==> src/rtl/usbphy_seq_pkg.sv <==
package usbphy_seq_pkg;

    typedef enum logic [2:0] {
        ST_IDLE      = 3'd0,
        ST_REF_WAIT  = 3'd1,
        ST_POR_WAIT  = 3'd2,
        ST_CFG_REQ   = 3'd3,
        ST_CFG_WAIT  = 3'd4,
        ST_UTMI_WAIT = 3'd5,
        ST_DOWN_POR  = 3'd6,
        ST_DOWN_REF  = 3'd7
    } seq_state_e;

    // Configuration write that turns on the PHY clock
    localparam logic [2:0] CFG_TARGET_PORT = 3'd0;
    localparam logic [7:0] CFG_TARGET_ADDR = 8'h06;
    localparam int         CFG_CLK_EN_BIT  = 2;

endpackage

==> src/rtl/usbphy_settle_timer.sv <==
module usbphy_settle_timer #(
    parameter int CNT_W = 12
) (
    input  logic             clk_i,
    input  logic             rst_ni,
    input  logic             load_i,
    input  logic [CNT_W-1:0] load_val_i,
    input  logic             tick_i,
    output logic             expired_o
);

    logic [CNT_W-1:0] cnt_d, cnt_q;

    always_comb begin
        cnt_d = cnt_q;
        if (load_i) begin
            cnt_d = load_val_i;
        end else if (tick_i && (cnt_q != '0)) begin
            cnt_d = cnt_q - CNT_W'(1);
        end
    end

    always_ff @(posedge clk_i or negedge rst_ni) begin
        if (!rst_ni) cnt_q <= '0;
        else         cnt_q <= cnt_d;
    end

    assign expired_o = (cnt_q == '0);

    AST_TMR_NO_SKIP: assert property (@(posedge clk_i) disable iff (!rst_ni)
        (!load_i && cnt_q != '0) |=> (cnt_q == $past(cnt_q) || cnt_q == $past(cnt_q) - CNT_W'(1)))
        else $error("settle counter moved by more than one");

endmodule

==> src/rtl/usbphy_req_arb.sv <==
module usbphy_req_arb #(
    parameter int NUM_PORTS = 2,
    parameter int PORT_W    = 1
) (
    input  logic                 clk_i,
    input  logic                 rst_ni,
    input  logic [NUM_PORTS-1:0] init_req_i,
    input  logic [NUM_PORTS-1:0] exit_req_i,
    input  logic                 take_i,
    output logic                 pick_valid_o,
    output logic                 pick_exit_o,
    output logic [PORT_W-1:0]    pick_port_o
);

    typedef struct packed {
        logic [NUM_PORTS-1:0] init_pend;
        logic [NUM_PORTS-1:0] exit_pend;
    } arb_state_t;

    arb_state_t s_d, s_q;
    logic [NUM_PORTS-1:0] clr_init, clr_exit;

    always_comb begin
        pick_valid_o = 1'b0;
        pick_exit_o  = 1'b0;
        pick_port_o  = '0;
        for (int i = NUM_PORTS - 1; i >= 0; i--) begin
            if (s_q.init_pend[i]) begin
                pick_valid_o = 1'b1;
                pick_port_o  = PORT_W'(i);
            end
        end
        for (int i = NUM_PORTS - 1; i >= 0; i--) begin
            if (s_q.exit_pend[i]) begin
                pick_valid_o = 1'b1;
                pick_exit_o  = 1'b1;
                pick_port_o  = PORT_W'(i);
            end
        end
    end

    always_comb begin
        clr_init = '0;
        clr_exit = '0;
        if (take_i && pick_valid_o) begin
            if (pick_exit_o) clr_exit[pick_port_o] = 1'b1;
            else             clr_init[pick_port_o] = 1'b1;
        end
        s_d.init_pend = (s_q.init_pend & ~clr_init) | init_req_i;
        s_d.exit_pend = (s_q.exit_pend & ~clr_exit) | exit_req_i;
    end

    always_ff @(posedge clk_i or negedge rst_ni) begin
        if (!rst_ni) s_q <= '0;
        else         s_q <= s_d;
    end

    AST_EXIT_BEFORE_INIT: assert property (@(posedge clk_i) disable iff (!rst_ni)
        (s_q.exit_pend != '0) |-> (pick_valid_o && pick_exit_o))
        else $error("init picked while an exit waits");

    for (genvar g = 0; g < NUM_PORTS; g++) begin : g_hold
        AST_INIT_HELD: assert property (@(posedge clk_i) disable iff (!rst_ni)
            (s_q.init_pend[g] && !(take_i && !pick_exit_o && pick_port_o == PORT_W'(g)))
            |=> s_q.init_pend[g])
            else $error("pending init lost");
    end

endmodule

==> src/rtl/usbphy_bringup_seq.sv <==
module usbphy_bringup_seq
    import usbphy_seq_pkg::*;
#(
    parameter int NUM_PORTS  = 2,
    parameter int REF_TICKS  = 100,
    parameter int POR_TICKS  = 300,
    parameter int CFG_TICKS  = 2000,
    parameter int UTMI_TICKS = 2000
) (
    input  logic                 clk_i,
    input  logic                 rst_ni,
    input  logic                 settle_tick_i,
    input  logic [NUM_PORTS-1:0] init_req_i,
    input  logic [NUM_PORTS-1:0] exit_req_i,
    input  logic                 cfg_wr_ack_i,
    output logic                 ref_clk_en_o,
    output logic                 por_rst_o,
    output logic [NUM_PORTS-1:0] utmi_rst_o,
    output logic                 cfg_wr_req_o,
    output logic [2:0]           cfg_wr_port_o,
    output logic [7:0]           cfg_wr_addr_o,
    output logic [7:0]           cfg_wr_data_o,
    output logic [NUM_PORTS-1:0] port_done_o
);

    localparam int PORT_W = (NUM_PORTS > 1) ? $clog2(NUM_PORTS) : 1;
    localparam int MAX_A  = (REF_TICKS > POR_TICKS) ? REF_TICKS : POR_TICKS;
    localparam int MAX_B  = (CFG_TICKS > UTMI_TICKS) ? CFG_TICKS : UTMI_TICKS;
    localparam int MAX_T  = (MAX_A > MAX_B) ? MAX_A : MAX_B;
    localparam int CNT_W  = $clog2(MAX_T + 1);

    typedef struct packed {
        seq_state_e           st;
        logic                 ref_en;
        logic                 por_rst;
        logic [NUM_PORTS-1:0] utmi_rst;
        logic [NUM_PORTS-1:0] up;
        logic [PORT_W-1:0]    port;
    } seq_t;

    seq_t s_d, s_q;

    logic              take;
    logic              pick_valid, pick_exit;
    logic [PORT_W-1:0] pick_port;
    logic              tmr_load, tmr_expired;
    logic [CNT_W-1:0]  tmr_val;
    logic              others_up;

    usbphy_req_arb #(
        .NUM_PORTS (NUM_PORTS),
        .PORT_W    (PORT_W)
    ) u_arb (
        .clk_i        (clk_i),
        .rst_ni       (rst_ni),
        .init_req_i   (init_req_i),
        .exit_req_i   (exit_req_i),
        .take_i       (take),
        .pick_valid_o (pick_valid),
        .pick_exit_o  (pick_exit),
        .pick_port_o  (pick_port)
    );

    usbphy_settle_timer #(
        .CNT_W (CNT_W)
    ) u_timer (
        .clk_i      (clk_i),
        .rst_ni     (rst_ni),
        .load_i     (tmr_load),
        .load_val_i (tmr_val),
        .tick_i     (settle_tick_i),
        .expired_o  (tmr_expired)
    );

    always_comb begin
        others_up = 1'b0;
        for (int i = 0; i < NUM_PORTS; i++) begin
            if (PORT_W'(i) != pick_port && s_q.up[i]) others_up = 1'b1;
        end
    end

    always_comb begin
        s_d      = s_q;
        take     = 1'b0;
        tmr_load = 1'b0;
        tmr_val  = '0;
        unique case (s_q.st)
            ST_IDLE: begin
                if (pick_valid) begin
                    take = 1'b1;
                    if (pick_exit) begin
                        if (s_q.up[pick_port]) begin
                            s_d.utmi_rst[pick_port] = 1'b1;
                            s_d.up[pick_port]       = 1'b0;
                            if (!others_up) s_d.st = ST_DOWN_POR;
                        end
                    end else if (!s_q.up[pick_port]) begin
                        s_d.port = pick_port;
                        if (!s_q.por_rst) begin
                            s_d.st = ST_CFG_REQ;
                        end else begin
                            s_d.ref_en = 1'b1;
                            tmr_load   = 1'b1;
                            tmr_val    = CNT_W'(REF_TICKS);
                            s_d.st     = ST_REF_WAIT;
                        end
                    end
                end
            end
            ST_REF_WAIT: begin
                if (tmr_expired) begin
                    s_d.por_rst = 1'b0;
                    tmr_load    = 1'b1;
                    tmr_val     = CNT_W'(POR_TICKS);
                    s_d.st      = ST_POR_WAIT;
                end
            end
            ST_POR_WAIT: begin
                if (tmr_expired) s_d.st = ST_CFG_REQ;
            end
            ST_CFG_REQ: begin
                if (cfg_wr_ack_i) begin
                    tmr_load = 1'b1;
                    tmr_val  = CNT_W'(CFG_TICKS);
                    s_d.st   = ST_CFG_WAIT;
                end
            end
            ST_CFG_WAIT: begin
                if (tmr_expired) begin
                    s_d.utmi_rst[s_q.port] = 1'b0;
                    tmr_load = 1'b1;
                    tmr_val  = CNT_W'(UTMI_TICKS);
                    s_d.st   = ST_UTMI_WAIT;
                end
            end
            ST_UTMI_WAIT: begin
                if (tmr_expired) begin
                    s_d.up[s_q.port] = 1'b1;
                    s_d.st           = ST_IDLE;
                end
            end
            ST_DOWN_POR: begin
                s_d.por_rst = 1'b1;
                s_d.st      = ST_DOWN_REF;
            end
            ST_DOWN_REF: begin
                s_d.ref_en = 1'b0;
                s_d.st     = ST_IDLE;
            end
            default: s_d.st = ST_IDLE;
        endcase
    end

    always_ff @(posedge clk_i or negedge rst_ni) begin
        if (!rst_ni) begin
            s_q.st       <= ST_IDLE;
            s_q.ref_en   <= 1'b0;
            s_q.por_rst  <= 1'b1;
            s_q.utmi_rst <= '1;
            s_q.up       <= '0;
            s_q.port     <= '0;
        end else begin
            s_q <= s_d;
        end
    end

    assign ref_clk_en_o  = s_q.ref_en;
    assign por_rst_o     = s_q.por_rst;
    assign utmi_rst_o    = s_q.utmi_rst;
    assign port_done_o   = s_q.up;
    assign cfg_wr_req_o  = (s_q.st == ST_CFG_REQ);
    assign cfg_wr_port_o = CFG_TARGET_PORT;
    assign cfg_wr_addr_o = CFG_TARGET_ADDR;
    assign cfg_wr_data_o = 8'(1) << CFG_CLK_EN_BIT;

    AST_POR_NEEDS_REF: assert property (@(posedge clk_i) disable iff (!rst_ni)
        !por_rst_o |-> ref_clk_en_o)
        else $error("power-on reset released without reference clock");

    AST_CFG_HOLD: assert property (@(posedge clk_i) disable iff (!rst_ni)
        (cfg_wr_req_o && !cfg_wr_ack_i) |=> cfg_wr_req_o)
        else $error("write request dropped before acknowledge");

    AST_CFG_SHARED_UP: assert property (@(posedge clk_i) disable iff (!rst_ni)
        cfg_wr_req_o |-> (ref_clk_en_o && !por_rst_o))
        else $error("write requested while shared controls are down");

    AST_POR_UP_ALL_UTMI: assert property (@(posedge clk_i) disable iff (!rst_ni)
        $rose(por_rst_o) |-> (utmi_rst_o == '1))
        else $error("power-on reset asserted with a UTMI reset released");

    AST_REF_OFF_AFTER_POR: assert property (@(posedge clk_i) disable iff (!rst_ni)
        $fell(ref_clk_en_o) |-> $past(por_rst_o))
        else $error("reference clock dropped before power-on reset");

    for (genvar g = 0; g < NUM_PORTS; g++) begin : g_port_chk
        AST_DONE_UTMI_FREE: assert property (@(posedge clk_i) disable iff (!rst_ni)
            port_done_o[g] |-> !utmi_rst_o[g])
            else $error("done while UTMI reset asserted");

        AST_UTMI_NEEDS_POR: assert property (@(posedge clk_i) disable iff (!rst_ni)
            !utmi_rst_o[g] |-> !por_rst_o)
            else $error("UTMI released under power-on reset");
    end

endmodule

==> config.mk <==
export PLATFORM = sky130hd
export DESIGN_NAME = usbphy_bringup_seq
export DESIGN_NICKNAME = d
export VERILOG_FILES = /design/src/rtl/usbphy_seq_pkg.sv /design/src/rtl/usbphy_settle_timer.sv /design/src/rtl/usbphy_req_arb.sv /design/src/rtl/usbphy_bringup_seq.sv
export SDC_FILE = /design/constraint.sdc
export NUM_CORES = 1
export LEC_CHECK = 0
export ABC_AREA = 1
export BUFFER_PORTS_ARGS = -buffer_cell sky130_fd_sc_hd__buf_2
export CAP_MARGIN = 20
export CORE_MARGIN = 2
export CORE_UTILIZATION = 56
export DETAILED_ROUTE_END_ITERATION = 10
export GPL_ROUTABILITY_DRIVEN = 0
export PLACE_DENSITY = 0.8
export REMOVE_ABC_BUFFERS = 1
export SLEW_MARGIN = 20
export SYNTH_ARGS = -nofsm -noshare
export SYNTH_HDL_FRONTEND = slang
export SYNTH_SLANG_ARGS = --single-unit
==> constraint.sdc <==
create_clock -name clk_i -period 1.9 [get_ports clk_i]
set_clock_uncertainty 0.05 [all_clocks]
set_input_delay 0.19 -clock clk_i [delete_from_list [all_inputs] [get_ports clk_i]]
set_output_delay 0.19 -clock clk_i [all_outputs]
set_load 0.02 [all_outputs]
==> flow_summary.yaml <==
outcome:
  status: "finished clean"
critical_path:
  critPathCaptureType: "flip-flop"
  critPathBufInv: 2
  slowest_delay_ns: 0.40
  r2r_cells: 10
  r2r-end: "u_timer.cnt_q[4]"
  start_kind: "flip-flop"
  arrival_ns: 1.92
  slowest_stage: "dfrtp_1"
  critPathMaxFanout: 7
  reg2reg_slack_ns: 0.15
  crit_type: "flip-flop to flip-flop"
  r2r-start: "u_timer.cnt_q[1]"
  crit_family: "simple AND/OR/NAND/NOR gates"
  worst-endpoint-required_ns: 2.07
  crit_path_cell_trace: "inv_1 -> ha_1 -> nand2_1 -> nor2_1 -> nand3_2 -> nor2_2 -> nor2_4 -> buf_4 -> nand4_1 -> nand3_1"
floorplanning:
  initial_core_util: 0.580
  core_area_sq_um: 3340
  die_h_um: 62.8
  fp-row-count: 21
  num_io_pins: 34
  fp.dieW_um: 62.8
  fp.dieArea_sq_um: 3950
timing:
  finalHoldViolCount: 0
  worst_slew_pin_slew_ns: 0.570
  drv_slew: 0
  finalCritPeriodShare: 0.922
  final.setup.worst_slack_ns: 0.148
  finalSetupTns_ns: 0
  rsz0062_at_grt: "false"
  setup_viol: 0
  slew_headroom: 0.620
  fin_crit_ns: 1.75
  fmax_mhz: 571
synthesis:
  ys_types: 33
  synth.most_common_cell: "nand2_1"
  synth_ff_type: "dfrtp_1"
  synth_edf_count: 0
  netlist_instances: 277
  synth_area_leaders: "dfrtp_1 28%, nand2_1 14%, buf_4 9.7%"
  syn_area_sq_um: 1940
  ys_ff_latch: 25
  ys_seq_area_frac: 0.325
  ys_async_sr_fraction: 1.00
  synth_top_area_cell: "dfrtp_1"
  synth_top_area_frac: 0.284
  yosys_warnings: 0
  syn_area_per_cell_sq_um: 6.99
  synth_common_cells: "73 x nand2_1, 29 x nor2_1, 28 x inv_1"
place:
  hpwlAfterDp_mm: 2.98
  port_buffers: 14
  placed_cell_area_sq_um: 1930
  pre_cts_slack_ns: 0.137
grt:
  grt_pass1_vias: 1569
  antenna_found_initial: 0
  grtUsageTotal: 0.213
  grt.busiest_layer: "met2"
  grtUsageMet2: 0.358
  gr-usage-met3: 0.0288
  grt_overflow: 0
  grt_max_degree: 26
  grtUsageMet1: 0.282
  grt_pass1_wl_mm: 6.76
clock_network:
  clk_latency_ns: 0.34
  cts-htree-levels: 1
  numCtsBuffers: 3
  cts_tree: "yes"
  path_clk_slew_ns: 0.15
  ctsRootBufferMaster: "clkbuf_4"
  clockBufferDepth: 2
  cts.sinks: 25
layout:
  num-fill-cells: 326
  area_growth_pct: 5.81
  fin_util: 0.614
  seq_area_sq_um: 629
  drive_gt1_frac: 0.172
  antenna_cells: 0
  fin_area_sq_um: 2050
  multi_input_area_sq_um: 1040
  nNetsFinal: 306
routing:
  drc: 0
  wl_per_cell_um: 11.6
  vias: 1711
  drt.antenna.violating_nets: 0
  wirelength_mm: 3.96
  dr.pass1.iters: 4
  drtIter0Drc: 139
  drt-vias-per-instance: 5.00
pwr:
  power_density_nw_per_um2: 1410
  p_leak_uw: 0.00113
  vdd_drop_max_mv: 0.826
hold_path:
  whs_path_depth: 4
  worstHoldStart: "settle_tick_i"
  hold_path_end: "u_timer.cnt_q[5]"
  hold_class: "primary input to flip-flop"
job:
  drv_cap: 0
## cells in the final DEF (no fill, tap or decap), types with 2 or more instances in the layout
cell           synthesis  final
a21oi_1                5      5
a31oi_1                2      2
buf_2                  0     14
buf_4                 25      6
clkbuf_4               0      3
conb_1                 2     19
dfrtp_1               22     22
dfstp_2                3      3
dlygate4sd3_1          0      5
inv_1                 28     28
inv_2                  5      5
nand2_1               73     73
nand2_2                5      4
nand2_4                1      2
nand3_1               22     21
nand3_2                1      2
nand3_4                2      2
nand3b_1               3      3
nand4_1                9      9
nor2_1                29     29
nor2_2                 4      4
nor2_4                 2      2
o21ai_0               10     10
o21ai_1                5      5
o21bai_1               3      3
xnor2_1                2      2
xor2_1                 4      4
## where the power goes
| group | total, uW | internal (uW) | switching (uW) | leakage, uW |
|---|---|---|---|---|
| registers | 1020 | 757 | 259 | 0.000295 |
| clock network | 254 | 82.4 | 171 | 0.0000150 |
| logic | 1620 | 593 | 1020 | 0.000821 |
| total | 2880 | 1430 | 1450 | 0.00113 |
## area by class of cell
class                           count  area share
Inverter                           34      0.0623
Tap cell                           46      0.0281
Multi-Input combinational cell    208       0.509
Timing Repair Buffer               25      0.0806
Sequential cell                    25       0.307
Clock buffer                        4      0.0128
## timing repair
| action | in CTS | in global routing |
|---|---|---|
| endpoints found under the setup margin | 0 | 9 |
| hold buffers | 4 | 1 |
| resized for setup | 0 | 2 |
| endpoints found under the hold margin | 25 | 1 |
| setup buffers | 0 | 4 |
## through the flow
| step | power (uW) | hold slack [ns] | instances |
|---|---|---|---|
| after floorplan | 2210 | -0.156 | 267 |
| after global placement | 2560 | 0.165 | 329 |
| after detailed placement | 2600 | 0.168 | 329 |
| after CTS | 2860 | 0.00342 | 337 |
| after global routing | 3160 | 0.218 | 342 |
| final | 2880 | 0.203 | 342 |
## tightest hold or removal path, stage by stage
cell and delay [ns]:
buf_2 0.11, nand2_4 0.12, nand4_1 0.11, nand2_1 0.05
## cells by family after synthesis
family,count (synthesis),share of synthesized area
xor gates and xnor gates,6,0.0271
DFF,25,0.325
buffers and inverters,61,0.174
other,2,0.00388
AOI/OAI and AO/OA,29,0.0866
and+or+nand+nor,153,0.377
adders and majority gates,1,0.00646
## routing by layer
metal	wire length (um)	part of all wire
met1	1860	0.47
met2	1970	0.50
met3	85	0.021
met4	47	0.012
met5	0	0
## flip-flops by register name, summed over array words and instances (netlist names)
register	flops
port_done_o	2
u_timer.cnt_q	11
u_arb.s_q	4
s_q	4
por_rst_o	1
ref_clk_en_o	1
utmi_rst_o	2
## how the worst max path moves through the flow
stage / from / end / slack (ns) / depth (start not counted)
2_1_floorplan: u_timer.cnt_q[0] / u_timer.cnt_q[6] / 0.31 / 10
3_3_place_gp: u_timer.cnt_q[1] / u_timer.cnt_q[10] / 0.19 / 10
3_5_place_dp: u_timer.cnt_q[1] / u_timer.cnt_q[10] / 0.14 / 10
4_1_cts: u_timer.cnt_q[1] / u_timer.cnt_q[2] / 0.1 / 9
5_1_grt: u_timer.cnt_q[1] / u_timer.cnt_q[4] / 0.004 / 10
6_report: u_timer.cnt_q[1] / u_timer.cnt_q[4] / 0.15 / 10
Power figures use the tool's default switching activity.
